## src/rtl/pid_pkg.sv

```systemverilog
package pid_pkg;
  // Which rail, if any, clipped the most recent command
  typedef enum logic [1:0] {
    SAT_NONE = 2'd0,
    SAT_HI   = 2'd1,
    SAT_LO   = 2'd2
  } sat_e;
endpackage

```

## src/rtl/pid_integrator.sv

```systemverilog
module pid_integrator import pid_pkg::*; #(
  parameter int DATA_W = 16,
  parameter int ACC_W  = 32
) (
  input  logic                     clk,
  input  logic                     rst,
  input  logic                     step,
  input  logic signed [DATA_W:0]   err,
  input  logic signed [ACC_W-1:0]  lim_hi,
  input  logic signed [ACC_W-1:0]  lim_lo,
  input  sat_e                     sat_state,
  output logic signed [ACC_W-1:0]  integ_next,
  output logic signed [ACC_W-1:0]  integ_q
);
  localparam int EXT_W = ACC_W - DATA_W;

  logic signed [ACC_W:0] sum_w, hi_x, lo_x;
  logic                  freeze;

  assign sum_w = {integ_q[ACC_W-1], integ_q} + {{EXT_W{err[DATA_W]}}, err};
  assign hi_x  = {lim_hi[ACC_W-1], lim_hi};
  assign lo_x  = {lim_lo[ACC_W-1], lim_lo};

  // anti-windup: hold while the command is pinned in the error's direction
  assign freeze = ((sat_state == SAT_HI) && !err[DATA_W] && (err != '0)) ||
                  ((sat_state == SAT_LO) &&  err[DATA_W]);

  always_comb begin
    if (freeze)            integ_next = integ_q;
    else if (sum_w > hi_x) integ_next = lim_hi;
    else if (sum_w < lo_x) integ_next = lim_lo;
    else                   integ_next = sum_w[ACC_W-1:0];
  end

  always_ff @(posedge clk) begin
    if (rst)       integ_q <= '0;
    else if (step) integ_q <= integ_next;
  end

  assert_integ_in_limits_R5: assert property (@(posedge clk) disable iff (rst)
    (step && (lim_lo <= lim_hi) && (sat_state == SAT_NONE)) |=>
      ((integ_q >= $past(lim_lo)) && (integ_q <= $past(lim_hi))));

  assert_windup_freeze_hi_R6: assert property (@(posedge clk) disable iff (rst)
    (step && (sat_state == SAT_HI) && (err > 0)) |=> $stable(integ_q));

  assert_windup_freeze_lo_R6: assert property (@(posedge clk) disable iff (rst)
    (step && (sat_state == SAT_LO) && (err < 0)) |=> $stable(integ_q));

  assert_integ_hold_R2: assert property (@(posedge clk) disable iff (rst)
    !step |=> $stable(integ_q));
endmodule

```

## src/rtl/pid_dfilter.sv

```systemverilog
module pid_dfilter #(
  parameter int DATA_W  = 16,
  parameter int SHIFT_W = 4
) (
  input  logic                      clk,
  input  logic                      rst,
  input  logic                      step,
  input  logic signed [DATA_W-1:0]  pv,
  input  logic        [SHIFT_W-1:0] alpha,
  output logic signed [DATA_W+1:0]  df_next,
  output logic signed [DATA_W+1:0]  df_q
);
  localparam int DF_W = DATA_W + 2;

  logic signed [DATA_W-1:0] prev_q;
  logic                     primed_q;
  logic signed [DF_W-1:0]   raw_d;
  logic signed [DF_W:0]     diff, move;

  // derivative on measurement: previous minus current, zero until primed
  assign raw_d = primed_q ? ({{2{prev_q[DATA_W-1]}}, prev_q} - {{2{pv[DATA_W-1]}}, pv})
                          : '0;
  assign diff    = {raw_d[DF_W-1], raw_d} - {df_q[DF_W-1], df_q};
  assign move    = diff >>> alpha;
  assign df_next = df_q + move[DF_W-1:0];

  always_ff @(posedge clk) begin
    if (rst) begin
      prev_q   <= '0;
      primed_q <= 1'b0;
      df_q     <= '0;
    end else if (step) begin
      prev_q   <= pv;
      primed_q <= 1'b1;
      df_q     <= df_next;
    end
  end

  assert_filter_hold_R8: assert property (@(posedge clk) disable iff (rst)
    !step |=> $stable(df_q));

  assert_filter_bypass_R8: assert property (@(posedge clk) disable iff (rst)
    (step && (alpha == '0)) |=> (df_q == $past(raw_d)));

  assert_first_sample_no_kick_R7: assert property (@(posedge clk) disable iff (rst)
    (step && !primed_q) |=> (df_q == $past(df_q)));
endmodule

```

## src/rtl/pid_combine.sv

```systemverilog
module pid_combine import pid_pkg::*; #(
  parameter int DATA_W = 16,
  parameter int GAIN_W = 16,
  parameter int ACC_W  = 32,
  parameter int FRAC   = 8
) (
  input  logic                     clk,
  input  logic                     rst,
  input  logic                     step,
  input  logic signed [DATA_W:0]   err,
  input  logic signed [ACC_W-1:0]  integ,
  input  logic signed [DATA_W+1:0] df,
  input  logic signed [GAIN_W-1:0] kp,
  input  logic signed [GAIN_W-1:0] ki,
  input  logic signed [GAIN_W-1:0] kd,
  output logic signed [DATA_W-1:0] u_out,
  output logic                     out_valid,
  output sat_e                     sat_state
);
  localparam int ERR_W = DATA_W + 1;
  localparam int DF_W  = DATA_W + 2;
  localparam int SUM_W = ACC_W + GAIN_W + 2;
  localparam logic signed [SUM_W-1:0] OUT_MAX = (SUM_W'(1) << (DATA_W - 1)) - SUM_W'(1);
  localparam logic signed [SUM_W-1:0] OUT_MIN = -OUT_MAX - SUM_W'(1);

  logic signed [SUM_W-1:0] ex, ix, dx, kpx, kix, kdx;
  logic signed [SUM_W-1:0] p_term, i_term, d_term, total;

  assign ex  = {{(SUM_W - ERR_W){err[ERR_W-1]}}, err};
  assign ix  = {{(SUM_W - ACC_W){integ[ACC_W-1]}}, integ};
  assign dx  = {{(SUM_W - DF_W){df[DF_W-1]}}, df};
  assign kpx = {{(SUM_W - GAIN_W){kp[GAIN_W-1]}}, kp};
  assign kix = {{(SUM_W - GAIN_W){ki[GAIN_W-1]}}, ki};
  assign kdx = {{(SUM_W - GAIN_W){kd[GAIN_W-1]}}, kd};

  assign p_term = (ex * kpx) >>> FRAC;
  assign i_term = (ix * kix) >>> FRAC;
  assign d_term = (dx * kdx) >>> FRAC;
  assign total  = p_term + i_term + d_term;

  always_ff @(posedge clk) begin
    if (rst) begin
      u_out     <= '0;
      out_valid <= 1'b0;
      sat_state <= SAT_NONE;
    end else begin
      out_valid <= step;
      if (step) begin
        if (total > OUT_MAX) begin
          u_out     <= OUT_MAX[DATA_W-1:0];
          sat_state <= SAT_HI;
        end else if (total < OUT_MIN) begin
          u_out     <= OUT_MIN[DATA_W-1:0];
          sat_state <= SAT_LO;
        end else begin
          u_out     <= total[DATA_W-1:0];
          sat_state <= SAT_NONE;
        end
      end
    end
  end

  assert_strobe_follows_R2: assert property (@(posedge clk) disable iff (rst)
    step |=> out_valid);

  assert_no_spurious_strobe_R2: assert property (@(posedge clk) disable iff (rst)
    !step |=> !out_valid);

  assert_output_hold_R2: assert property (@(posedge clk) disable iff (rst)
    !step |=> $stable(u_out));

  assert_interior_unclipped_R9: assert property (@(posedge clk) disable iff (rst)
    (out_valid && (u_out != OUT_MAX[DATA_W-1:0]) && (u_out != OUT_MIN[DATA_W-1:0]))
      |-> (sat_state == SAT_NONE));
endmodule

```

## src/rtl/pid_loop.sv

```systemverilog
module pid_loop import pid_pkg::*; #(
  parameter int DATA_W  = 16,
  parameter int GAIN_W  = 16,
  parameter int ACC_W   = 32,
  parameter int FRAC    = 8,
  parameter int SHIFT_W = 4
) (
  input  logic                      clk,
  input  logic                      rst,
  input  logic                      sample_valid,
  input  logic signed [DATA_W-1:0]  setpoint,
  input  logic signed [DATA_W-1:0]  measured,
  input  logic signed [GAIN_W-1:0]  kp,
  input  logic signed [GAIN_W-1:0]  ki,
  input  logic signed [GAIN_W-1:0]  kd,
  input  logic        [SHIFT_W-1:0] alpha_shift,
  input  logic signed [ACC_W-1:0]   int_hi,
  input  logic signed [ACC_W-1:0]   int_lo,
  output logic signed [DATA_W-1:0]  u_out,
  output logic                      out_valid
);
  logic signed [DATA_W:0]   err;
  logic signed [ACC_W-1:0]  integ_next, integ_q;
  logic signed [DATA_W+1:0] df_next, df_q;
  sat_e                     sat_state;

  assign err = {setpoint[DATA_W-1], setpoint} - {measured[DATA_W-1], measured};

  pid_integrator #(.DATA_W(DATA_W), .ACC_W(ACC_W)) u_integ (
    .clk(clk), .rst(rst), .step(sample_valid), .err(err),
    .lim_hi(int_hi), .lim_lo(int_lo), .sat_state(sat_state),
    .integ_next(integ_next), .integ_q(integ_q)
  );

  pid_dfilter #(.DATA_W(DATA_W), .SHIFT_W(SHIFT_W)) u_dfilt (
    .clk(clk), .rst(rst), .step(sample_valid), .pv(measured),
    .alpha(alpha_shift), .df_next(df_next), .df_q(df_q)
  );

  pid_combine #(.DATA_W(DATA_W), .GAIN_W(GAIN_W), .ACC_W(ACC_W), .FRAC(FRAC)) u_comb (
    .clk(clk), .rst(rst), .step(sample_valid), .err(err),
    .integ(integ_next), .df(df_next), .kp(kp), .ki(ki), .kd(kd),
    .u_out(u_out), .out_valid(out_valid), .sat_state(sat_state)
  );

  assert_reset_quiet_R1: assert property (@(posedge clk)
    $past(rst) |-> ((u_out == '0) && !out_valid));
endmodule

```

## config.mk

```make
export PLATFORM = sky130hd
export DESIGN_NAME = pid_loop
export DESIGN_NICKNAME = d
export VERILOG_FILES = /design/src/rtl/pid_pkg.sv /design/src/rtl/pid_integrator.sv /design/src/rtl/pid_dfilter.sv /design/src/rtl/pid_combine.sv /design/src/rtl/pid_loop.sv
export SDC_FILE = /design/constraint.sdc
export NUM_CORES = 2
export LEC_CHECK = 0
export BUFFER_PORTS_ARGS = -buffer_cell sky130_fd_sc_hd__buf_2
export CAP_MARGIN = 20
export CORE_MARGIN = 5
export CORE_UTILIZATION = 65
export CTS_BUF_LIST = sky130_fd_sc_hd__clkbuf_8
export DETAILED_ROUTE_END_ITERATION = 10
export PLACE_DENSITY = 0.83
export SLEW_MARGIN = 20
export SYNTH_ARGS = -nofsm -noshare
export SYNTH_HDL_FRONTEND = slang
export SYNTH_SLANG_ARGS = --single-unit
```

## constraint.sdc

```tcl
create_clock -name clk -period 54.6 [get_ports clk]
set_input_delay 10.92 -clock clk [delete_from_list [all_inputs] [get_ports clk]]
set_output_delay 10.92 -clock clk [all_outputs]
set_load 0.02 [all_outputs]
```

Yosys cells after proc, flatten, opt, wreduce, memory -nomap -nowiden

Index checks and enable logic that the tools add are counted.

Memory bits (writable): 0
Output and inout bits: 17
Bits in read-only memories: 0
Logic and storage cells: 38
Memories: 0
Input port bits: 151
Bits in latches: 0
Register bits: 86

$mul: 3
Equal/unequal tests: 2
Shift operators: 1
Reductions and logical operators: 6
Order comparisons: 4
Bitwise logic cells: 0
$add $sub $neg: 7
Muxes and demuxes: 8
Div/mod/pow operators: 0

Operators by type and width:

| kind                   | count |
|---|---|
| $mux W32               | 3 |
| $gt A50 B16 Y1 const B | 1 |
| $lt A50 B16 Y1 const B | 1 |
| $mul A32 B16 Y48       | 1 |
| $add A41 B26 Y42       | 1 |
| $add A25 B40 Y41       | 1 |
| $mul A18 B16 Y34       | 1 |
| $sub A16 B16 Y17       | 2 |
| $add A32 B17 Y33       | 1 |
| $gt A33 B32 Y1         | 1 |
| $lt A33 B32 Y1         | 1 |
| $mul A17 B16 Y33       | 1 |
| $mux W16               | 2 |
| $sshr A19 B4 Y18       | 1 |
| $sub A18 B18 Y19       | 1 |
| $add A18 B18 Y18       | 1 |
| $mux W18               | 1 |
| $reduce_bool A17 Y1    | 1 |
| $mux W2                | 2 |
| $logic_and A1 B1 Y1    | 3 |
| $eq A2 B1 Y1 const B   | 1 |
| $eq A2 B2 Y1 const B   | 1 |
| $logic_not A1 Y1       | 1 |
| $logic_or A1 B1 Y1     | 1 |

Longest topological paths before layout

Depth in word-level cells: 12
Depth in mapped cells: 89
Gate-level depth less buffers: 87

Hierarchy

A second synthesis with hierarchy kept.

Cell total of the unflattened synthesis: 6,181
Area total of the unflattened synthesis: 52,761.9 µm²

Modules (own cells, without submodules):

| module         | seq. area each (µm²) | area each (µm²) | cells each | instances |
|---|---|---|---|---|
| pid_combine    | 380.4                | 41,745.0        | 4,673      | 1 |
| pid_integrator | 640.6                | 5,367.6         | 772        | 1 |
| pid_dfilter    | 700.7                | 4,839.6         | 626        | 1 |
| pid_loop       | 0.0                  | 809.5           | 110        | 1 |

Least setup slack after synthesis

Ideal clock, no wire load.

Kind: in2reg
Start point: input port measured[0]
End point: register u_comb.u_out[13]
Stages: 85
Data arrival time: 28,808 ps
Data required time: 54,539 ps
Path buffers: 2
Slack: 25,731 ps
Cells stage by stage: ha_1 inv_1 fa_1 a21o_1 a21oi_1 o21ai_0 a21oi_1 o21ai_0 a21oi_1 o21ai_0 a21oi_1 o21ai_0 a21oi_1 o21ai_0 a21oi_1 xnor2_1 and2_1 ha_1 [... 49 more ...] xnor2_1 fa_1 inv_1 ha_1 a21o_1 a21o_1 a21oi_1 xor2_1 nor4_1 and3_1 nand4_1 nor4bb_1 and4_1 nand4_1 or4_4 o41ai_4 buf_6 a32o_1

Word-level cells in the longest chain between the ends: 12
Elaborated cells between the ends (all ways): 27
Those cells by class: add/sub: 7; mul: 3; order compare: 4; shift: 1; mux: 6; reduce/logical: 6

RTL lines:

| item                                                  | line                                       | source |
|---|---|---|
| from (decl)                                           | pid_loop.sv:12                             | `input logic signed [DATA_W-1:0] measured,` |
| $sub A16 B16 Y17                                      | pid_loop.sv:27                             | `assign err = {setpoint[DATA_W-1], setpoint} - {measured[DATA_W-1], measured};` |
| $add A32 B17 Y33 or $logic_not A1 Y1 (tied branches)  | pid_integrator.sv:20, pid_integrator.sv:25 |  |
| $lt A33 B32 Y1 or $logic_and A1 B1 Y1 (tied branches) | pid_integrator.sv:31, pid_integrator.sv:25 |  |
| $mux W32 or $logic_and A1 B1 Y1 (tied branches)       | pid_integrator.sv:31, pid_integrator.sv:25 |  |
| $mux W32 or $logic_or A1 B1 Y1 (tied branches)        | pid_integrator.sv:30, pid_integrator.sv:25 |  |
| $mux W32                                              | pid_integrator.sv:29                       | `if (freeze) integ_next = integ_q;` |
| $mul A32 B16 Y48                                      | pid_combine.sv:37                          | `assign i_term = (ix * kix) >>> FRAC;` |
| $add A25 B40 Y41                                      | pid_combine.sv:39                          | `assign total = p_term + i_term + d_term;` |
| $add A41 B26 Y42 (*)                                  | pid_combine.sv:39                          |  |
| $lt A50 B16 Y1                                        | pid_combine.sv:52                          | `end else if (total < OUT_MIN) begin` |
| $mux W16                                              | pid_combine.sv:52                          |  |
| $mux W16 (*)                                          | pid_combine.sv:49                          | `if (total > OUT_MAX) begin` |
| to (signal assigned)                                  | pid_combine.sv:50                          | `u_out <= OUT_MAX[DATA_W-1:0];` |
| to (signal assigned)                                  | pid_combine.sv:53                          | `u_out <= OUT_MIN[DATA_W-1:0];` |
| to (signal assigned)                                  | pid_combine.sv:56                          | `u_out <= total[DATA_W-1:0];` |
| to (decl)                                             | pid_combine.sv:16                          | `output logic signed [DATA_W-1:0] u_out,` |

Mark *: on every way between the ends. The rest lies on a longest branch, timed or not.
A chain may end at the register's enable or synchronous reset.

Worst setup path after layout

Start point: input port measured[1]
End point: register u_comb.u_out[14]

Same word-level chain as after synthesis.

==> out/results.txt <==
I/O Buffers - 167
HP Class - register to register
Synth Cell Area - 51300 µm²
# placed instances - 7045
WL per Instance - 19.2 µm
Final Slew Violations - 0
EDFF count, synth - 0
Main synth FF type - dfxtp_1
vias in the first global route - 44384
CTS Buffer Depth - 2
layout cells sized above 1 - 5.81%
htree depth - 3
drt initial violations - 3406
top-area cell type share of the netlist area - 42.7%
Post-CTS Setup Bufs - 0
async set-reset flop share out of synthesis - 0%
crit end category - register
CP bufs+invs - 6
Slew @ Worst Pin - 1060 ps
post-DP HPWL - 109000 µm
outcome - finished clean
num ports - 168
Hold Buf Count CTS - 0
via density per instance - 5.86
Starting Density - 65.2%
CTS tree - built
core area - 78600 µm²
clock sink total - 86
initial antenna violation count - 2
Non-Filler Instances - 7065
Crit path top cell by count - o21ai_0
Worst Skew - 31.3 ps
PostCTS Resize Cnt - 0
max-cap viol count - 0
pre-CTS setup slack - 23510 ps
# rows - 103
Synth cell types - 92
Synth area leader - fa_1
Worst Path Max Fanout - 17
most common cell in the netlist - inv_1
RSZ-0062 raised after global routing - false
setup TNS - 0 ps
CP delay by family, top - compound AO/OA/AOI/OAI gates
Area Growth Syn to Fin - 4.35%
Hold Vio Cnt, Final - 0
# DRC - 0
pin count of the biggest net entering global routing - 60
Routed WL - 135000 µm
critical path arrival - 31380 ps
Crit-path slowest cell - o41ai_4
chip width - 291 µm
CP Data Required Time - 54990 ps
worst setup margin - 23610 ps
Syn Inst Count - 5978
All-Layer GR Usage - 32.6%
Tmin final - 30990 ps
Syn. warnings - 0
worst rel slew slack - 29.2%
Vias - 41379
Critical Path Max Stage Delay - 850 ps
CTS buffer count - 9
Remaining Overflow, GRT - 0
Synth Net Count - 7704
Fmax - 0.0323 GHz
period utilization - 56.8%
Final setup viols - 0
sequential-to-total area share from yosys stat - 3.36%
DRT antenna net count - 0
syn avg cell area - 8.58 µm²
worst skew pair latency - 470 ps
first-pass GRT wire length - 225000 µm
Die Height - 291 µm
TritonRoute pass-1 iters - 5
Placer Congestion - 0.932
fin nets - 7732
leading post-synthesis cells by cell area - fa_1 43%, ha_1 12%, inv_1 9.6%
Post-synth top cells - 1312 x inv_1, 1095 x fa_1, 745 x nand2_1
Synth Register Bits - 86
Worst Path Class, Setup - primary input to register
CP Launch Type - primary input
Reg clk slew, reported paths - 110 ps
die area - 84600 µm²
root cell of the clock tree - clkbuf_8
## state kept, by name, summed over array words and instances, names as in the netlist
name and cells:
u_integ.integ_q 32, u_dfilt.df_q 18, u_comb.out_valid 1, u_dfilt.primed_q 1, u_dfilt.prev_q 16, u_comb.sat_state 2, u_comb.u_out 16
## metrics by stage
step | hold WS (ps) | area (µm²) | utilization [%]
finish | 496 | 53500 | 68.1
global route | 523 | 53500 | 68.1
CTS | 498 | 53500 | 68.1
detailed placement | 482 | 53300 | 67.8
global placement | 464 | 53300 | 67.8
floorplan | 447 | 51300 | -
## cell usage in the layout (no fill, tap or decap), types with 25 or more instances in the layout
cell type  synthesis  layout
fa_1            1095    1095
a21oi_1          188     187
nand4_1           26      26
nor3_1            84      84
a211oi_1          34      34
nor2_1           280     280
nand2_1          745     745
a21o_1            67      67
mux2i_1           75      75
dfxtp_1           86      86
nand3_1           61      61
nor2b_1           97      97
inv_1           1312    1312
ha_1             480     480
buf_4              0      77
buf_2              0     165
and2_1           325     325
o21ai_0          135     131
nand2b_1          68      68
xnor2_1          151     145
xor2_1            54      53
o21a_1            27      27
or3_1             25      25
and3_1            35      35
## routing by layer
layer | vias to the layer above | share of wire, % | GRT usage (%)
met3 | 516 | 8.9 | 5.13
li1 | 18381 | - | -
met1 | 20518 | 37 | 41.8
met5 | - | 0 | 0
met4 | 0 | 5.2 | 13.7
met2 | 1964 | 49 | 55.5
## worst min-delay path: stages (launching register included)
cell	delay, ps
dfxtp_1	350
nand2_1	60
a21oi_1	50
## cell families after synthesis
kind of cell | synth area share [%]
xor+xnor | 3.50
simple gates | 17.0
flops | 3.36
compound gates | 8.58
buf+inv | 11.3
mux | 1.81
fa+ha+maj | 54.4
## final timing paths
kind	startpoint	to	slack (ps)	cells after the start
max	measured[1]	u_comb.u_out[14]$_SDFFE_PP0P_	23610	83
min	u_integ.integ_q[31]$_SDFFE_PP0P_	u_integ.integ_q[31]$_SDFFE_PP0P_	500	2
max reg2reg	u_dfilt.prev_q[0]$_SDFFE_PP0P_	u_comb.u_out[14]$_SDFFE_PP0P_	33830	85
min reg2reg	u_integ.integ_q[31]$_SDFFE_PP0P_	u_integ.integ_q[31]$_SDFFE_PP0P_	500	2
## layout make-up
class,count,area (µm²)
timing repair buffer,242,1400
multi-input combinational,4353,43900
clock buffer,9,124
clock inverter,7,73.8
antenna,4,10.0
inverter,1314,4930
sequential,86,1720
fill,6181,25100
tap,1050,1310
Power is not shown: default switching activity piles up to over one toggle a cycle in this logic, so the estimate is an artifact.
